<file path="config.mk">
export PLATFORM = sky130hd
export DESIGN_NAME = uart9_rx_buffer
export DESIGN_NICKNAME = d
export VERILOG_FILES = /design/src/rtl/uart9_rx_pkg.sv /design/src/rtl/uart9_rx_frame_store.sv /design/src/rtl/uart9_rx_flag_unit.sv /design/src/rtl/uart9_rx_irq_merge.sv /design/src/rtl/uart9_rx_buffer.sv
export SDC_FILE = /design/constraint.sdc
export NUM_CORES = 1
export LEC_CHECK = 0
export BUFFER_PORTS_ARGS = -buffer_cell sky130_fd_sc_hd__buf_2
export CAP_MARGIN = 10
export CORE_MARGIN = 3
export CORE_UTILIZATION = 40
export CTS_CLUSTER_SIZE = 10
export DETAILED_ROUTE_END_ITERATION = 12
export PLACE_DENSITY = 0.65
export SETUP_SLACK_MARGIN = 0.15
export SYNTH_ARGS = -nofsm -noshare
export SYNTH_HDL_FRONTEND = slang
export SYNTH_SLANG_ARGS = --single-unit
</file>
<file path="constraint.sdc">
create_clock -name clk -period 3.19 [get_ports clk]
set_input_delay 0.1595 -clock clk [delete_from_list [all_inputs] [get_ports clk]]
set_output_delay 0.1595 -clock clk [all_outputs]
set_load 0.1 [all_outputs]
</file>
<file path="src/rtl/uart9_rx_pkg.sv">
package uart9_rx_pkg;
    localparam int BUS_W  = 8;
    localparam int ADDR_W = 3;
    localparam int NFLAG  = 4;

    localparam logic [ADDR_W-1:0] OFF_FMT  = 3'd2;
    localparam logic [ADDR_W-1:0] OFF_STAT = 3'd4;
    localparam logic [ADDR_W-1:0] OFF_CTL3 = 3'd6;
    localparam logic [ADDR_W-1:0] OFF_DATA = 3'd7;

    localparam int FMT_NINE_BIT  = 4;
    localparam int STAT_FULL_BIT = 5;
    localparam int CTL3_NINTH    = 7;

    // Bit order matches status bits 3..0 and enable bits 3..0.
    typedef struct packed {
        logic ovr;
        logic noise;
        logic framing;
        logic parity;
    } err_flags_t;

    typedef enum logic [1:0] {
        ACC_NONE,
        ACC_STATUS,
        ACC_DATA,
        ACC_OTHER
    } access_t;

    function automatic access_t decode_read(input logic rd, input logic [ADDR_W-1:0] a);
        if (!rd)              return ACC_NONE;
        else if (a == OFF_STAT) return ACC_STATUS;
        else if (a == OFF_DATA) return ACC_DATA;
        else                  return ACC_OTHER;
    endfunction

    function automatic logic [BUS_W-1:0] pack_status(input logic full, input err_flags_t f);
        logic [BUS_W-1:0] v;
        v = '0;
        v[STAT_FULL_BIT] = full;
        v[NFLAG-1:0]     = f;
        return v;
    endfunction
endpackage

</file>
<file path="src/rtl/uart9_rx_frame_store.sv">
module uart9_rx_frame_store
    import uart9_rx_pkg::*;
#(
    parameter int DW = BUS_W
) (
    input  logic          clk,
    input  logic          rst,
    input  logic          load,
    input  logic          release_buf,
    input  logic [DW-1:0] din,
    input  logic          bit9_in,
    output logic [DW-1:0] data_q,
    output logic          bit9_q,
    output logic          full_q
);
    always_ff @(posedge clk) begin
        if (rst) begin
            data_q <= '0;
            bit9_q <= 1'b0;
            full_q <= 1'b0;
        end else if (load) begin
            data_q <= din;
            bit9_q <= bit9_in;
            full_q <= 1'b1;
        end else if (release_buf) begin
            full_q <= 1'b0;
        end
    end
endmodule

</file>
<file path="src/rtl/uart9_rx_flag_unit.sv">
module uart9_rx_flag_unit
    import uart9_rx_pkg::*;
(
    input  logic       clk,
    input  logic       rst,
    input  access_t    acc,
    input  logic       full_in,
    input  err_flags_t set_flags,
    output err_flags_t flags_q,
    output logic       release_buf
);
    err_flags_t seen_q;
    logic       seen_full_q;
    err_flags_t clr_mask;

    assign release_buf = (acc == ACC_DATA) && seen_full_q;
    assign clr_mask    = (acc == ACC_DATA) ? seen_q : '0;

    always_ff @(posedge clk) begin
        if (rst) begin
            flags_q     <= '0;
            seen_q      <= '0;
            seen_full_q <= 1'b0;
        end else begin
            flags_q <= (flags_q & ~clr_mask) | set_flags;
            if (acc == ACC_STATUS) begin
                seen_q      <= flags_q;
                seen_full_q <= full_in;
            end else if (acc == ACC_DATA) begin
                seen_q      <= '0;
                seen_full_q <= 1'b0;
            end
        end
    end
endmodule

</file>
<file path="src/rtl/uart9_rx_irq_merge.sv">
module uart9_rx_irq_merge
    import uart9_rx_pkg::*;
#(
    parameter int N = NFLAG
) (
    input  logic [N-1:0] flags,
    input  logic [N-1:0] enables,
    output logic         irq
);
    logic [N-1:0] gated;
    for (genvar g = 0; g < N; g++) begin : g_gate
        assign gated[g] = flags[g] & enables[g];
    end
    assign irq = |gated;
endmodule

</file>
<file path="src/rtl/uart9_rx_buffer.sv">
module uart9_rx_buffer
    import uart9_rx_pkg::*;
(
    input  logic              clk,
    input  logic              rst,
    input  logic [ADDR_W-1:0] bus_addr,
    input  logic              bus_wr,
    input  logic              bus_rd,
    input  logic [BUS_W-1:0]  bus_wdata,
    output logic [BUS_W-1:0]  bus_rdata,
    input  logic              frm_valid,
    input  logic [BUS_W-1:0]  frm_byte,
    input  logic              frm_bit9,
    input  logic              frm_noise,
    input  logic              frm_framing,
    input  logic              frm_parity,
    output logic              irq
);
    logic             nine_mode;
    logic [NFLAG-1:0] en_q;
    logic [BUS_W-1:0] data_q;
    logic             bit9_q;
    logic             full_q;
    logic             release_buf;
    logic             load;
    err_flags_t       flags_q;
    err_flags_t       set_flags;
    access_t          acc;

    assign acc  = decode_read(bus_rd, bus_addr);
    assign load = frm_valid && (!full_q || release_buf);

    always_comb begin
        set_flags         = '0;
        set_flags.ovr     = frm_valid && full_q && !release_buf;
        set_flags.noise   = load && frm_noise;
        set_flags.framing = load && frm_framing;
        set_flags.parity  = load && frm_parity;
    end

    always_ff @(posedge clk) begin
        if (rst) begin
            nine_mode <= 1'b0;
            en_q      <= '0;
        end else if (bus_wr) begin
            if (bus_addr == OFF_FMT)  nine_mode <= bus_wdata[FMT_NINE_BIT];
            if (bus_addr == OFF_CTL3) en_q      <= bus_wdata[NFLAG-1:0];
        end
    end

    uart9_rx_frame_store #(.DW(BUS_W)) u_store (
        .clk        (clk),
        .rst        (rst),
        .load       (load),
        .release_buf(release_buf),
        .din        (frm_byte),
        .bit9_in    (frm_bit9 & nine_mode),
        .data_q     (data_q),
        .bit9_q     (bit9_q),
        .full_q     (full_q)
    );

    uart9_rx_flag_unit u_flags (
        .clk        (clk),
        .rst        (rst),
        .acc        (acc),
        .full_in    (full_q),
        .set_flags  (set_flags),
        .flags_q    (flags_q),
        .release_buf(release_buf)
    );

    uart9_rx_irq_merge #(.N(NFLAG)) u_irq (
        .flags  (flags_q),
        .enables(en_q),
        .irq    (irq)
    );

    always_comb begin
        bus_rdata = '0;
        case (bus_addr)
            OFF_FMT:  bus_rdata[FMT_NINE_BIT] = nine_mode;
            OFF_STAT: bus_rdata = pack_status(full_q, flags_q);
            OFF_CTL3: begin
                bus_rdata[CTL3_NINTH]  = bit9_q;
                bus_rdata[NFLAG-1:0]   = en_q;
            end
            OFF_DATA: bus_rdata = data_q;
            default:  bus_rdata = '0;
        endcase
    end
endmodule

</file>
==> results.yml <==
status:
  status: "complete, no violations"
worst_setup_path:
  endpoint_kind: "primary output"
  crit_fanout: 4
  r2r_cells: 3
  path_class: "flip-flop to primary output"
  crit_start: "u_flags.flags_q[3]"
  arrival_ns: 1.54
  worstReg2RegEnd: "u_store.data_q[7]"
  r2r-start: "u_store.full_q"
  rrSetupSlack_ns: 2.05
  crit_required_ns: 3.03
  critPathLaunchType: "flip-flop"
timing:
  relSlewSlack: 0.6728
  fin_crit_ns: 1.703
  rsz0062_at_grt: "no"
  max_freq_mhz: 587.3
  slew_viol_final: 0
  finClkSkew_ns: 0.004900
  fin_crit_sh: 0.5338
  tns_ns: 0
  hold_violations: 0
  max_slew.worst_pin.slew_ns: 0.4942
  finalSetupViolCount: 0
yosys:
  yosysMostFrequentCell: "dfxtp_1"
  synth-edff-count: 0
  synth.distinct_cells: 23
  syn_area_per_cell_um2: 8.382
  async_flop_share: 0
  yosysWarnings: 0
  yosys.area.top_type: "dfxtp_1"
  ys_ff_latch: 24
  synth_top_area_share: 0.4008
  synth_ff_type: "dfxtp_1"
  synth_area_um2: 1199
  seq_area_frac_synth: 0.4008
  syn_inst: 143
  syn-num-nets: 173
  yosys-top-cells-count: "24 x dfxtp_1, 16 x nand2_1, 15 x a21oi_1, 15 x nand3_1"
  synth_area_leaders: "dfxtp_1 40%, mux2i_1 8.4%, a21oi_1 6.3%"
power_and_ir_drop:
  clkPwrFrac: 0.278
  p_comb_frac: 0.175
  irDropWorstVdd_mv: 0.2095
  cell_internal_pwr_w: 0.0004192
  power_density_nw_per_um2: 424.5
  p_leak_nw: 0.6050
  swShare: 0.2863
  p_sw_w: 0.0001681
  p_seq_frac: 0.547
cts:
  cts_max_level: 1
  clock_path_buffers: 2
  cts_hold_buf: 0
  clk_pin_slew_ns: 0.13
  cts_resized: 0
  cts_tree: "built"
  clock_latency_ns: 0.32
  numCtsBuffers: 3
  postCtsSetupRepairBufs: 0
  clock_sink_count: 24
  root_buffer: "clkbuf_4"
detailed_routing:
  post_drt_wl_per_cell_um: 13.58
  ant_nets: 0
  vias_per_cell: 5.416
  firstDrtPassIters: 4
  drc: 0
  vias: 1094
  wl_um: 2743
  drt_iter0_markers: 43
global_route:
  grt_usage: 0.1611
  grt_max_degree: 25
  grt.overflow.total: 0
  grt_first_pass_wirelength_um: 4409
  first_global_vias: 1023
  antenna_found_initial: 0
layout:
  final_core_util: 0.4933
  drive_gt1_frac: 0.2398
  final_cells: 202
  areaGrowthSynthToFinish_pct: 15.45
  finalNetCount: 202
  diodes: 0
hold_path:
  hold_depth: 3
  min_path_type: "input port to flip-flop"
  min_to: "en_q[2]"
  worstHoldStart: "bus_wdata[2]"
die:
  fp.dieW_um: 60.74
  fp.dieArea_um2: 3689
  die-height_um: 60.74
  start_util: 0.4273
  ios: 37
  rows: 19
  core-area_um2: 2805
run:
  maxCapViolations: 0
place:
  hpwlAfterDp_um: 2024
  dp_cells: 198
  port_buffers: 33
  gp_congestion: 0.6968
cells by family after synthesis:
kind of cell | Yosys count | synth area share
simple gates | 57 | 0.2464
fa+ha+maj | 2 | 0.02087
mux | 10 | 0.08351
buf+inv | 12 | 0.05532
compound gates | 38 | 0.1931
flops | 24 | 0.4008
how the worst max path moves through the flow:
stage | to | slack [ns] | cells past startpoint
6_report | bus_rdata[3] | 1.49 | 4
5_1_grt | bus_rdata[3] | 1.34 | 4
4_1_cts | bus_rdata[3] | 1.48 | 4
3_5_place_dp | u_store.bit9_q | 1.38 | 8
3_3_place_gp | u_store.data_q[7] | 1.41 | 8
2_1_floorplan | bus_rdata[5] | 0.26 | 5
sequential cells by signal, indices dropped and copies added (netlist names):
| register | flops |
|---|---|
| u_store.data_q | 8 |
| u_flags.seen_q | 4 |
| u_store.full_q | 1 |
| u_store.bit9_q | 1 |
| en_q | 4 |
| nine_mode | 1 |
| u_flags.flags_q | 4 |
| u_flags.seen_full_q | 1 |
power by group through the flow:
stage	clock network, W	registers [W]	logic (W)
2_1_floorplan	0	0.000325	0.0000768
3_3_place_gp	0	0.000327	0.000101
3_5_place_dp	0	0.000328	0.000104
4_1_cts	0.000169	0.000321	0.000104
5_1_grt	0.000182	0.000323	0.000114
6_report	0.000163	0.000321	0.000103
per-stage QoR:
step	worst slack, ns	total power (W)	area [um^2]	hold slack, ns
finish	1.487	0.0005874	1384	0.06601
global placement	1.413	0.0004283	1348	0.3926
CTS	1.476	0.0005939	1384	0.05628
detailed placement	1.379	0.0004314	1348	0.3998
global route	1.341	0.0006186	1384	0.06658
floorplan	0.2591	0.0004018	1199	0.2286
metal layers:
metal / vias up / GRT usage / wire length (um)
met2: 26 / 0.2641 / 1305
met3: 5 / 0.02979 / 118
met5: - / 0 / 0
met1: 503 / 0.2057 / 1270
li1: 560 / - / -
met4: 0 / 0.07121 / 49
cell usage in the layout (no fill, tap or decap), drive strengths merged, types with 2 or more instances in the layout:
| master | n |
|---|---|
| a32oi | 3 |
| nand3b | 5 |
| nand2 | 16 |
| a21oi | 15 |
| a22oi | 3 |
| mux2i | 10 |
| a21boi | 3 |
| nor2 | 13 |
| dfxtp | 24 |
| nand3 | 15 |
| buf | 33 |
| inv | 3 |
| and2 | 5 |
| o21ai | 13 |
| ha | 2 |
| clkbuf | 4 |
worst max-delay path: stages (launching register included):
cell and delay (ns):
dfxtp_1 0.40, mux2i_1 0.09, o21ai_0 0.17, and2_1 0.14, buf_2 0.42
area by class of cell:
class | count | area (um^2)
fill | 285 | 1421
multi-input combinational | 107 | 651.9
sequential | 24 | 480.5
timing repair buffer | 33 | 165.2
tap | 31 | 38.79
clock buffer | 4 | 36.28
inverter | 3 | 11.26
(Power assumes the default switching activity.)
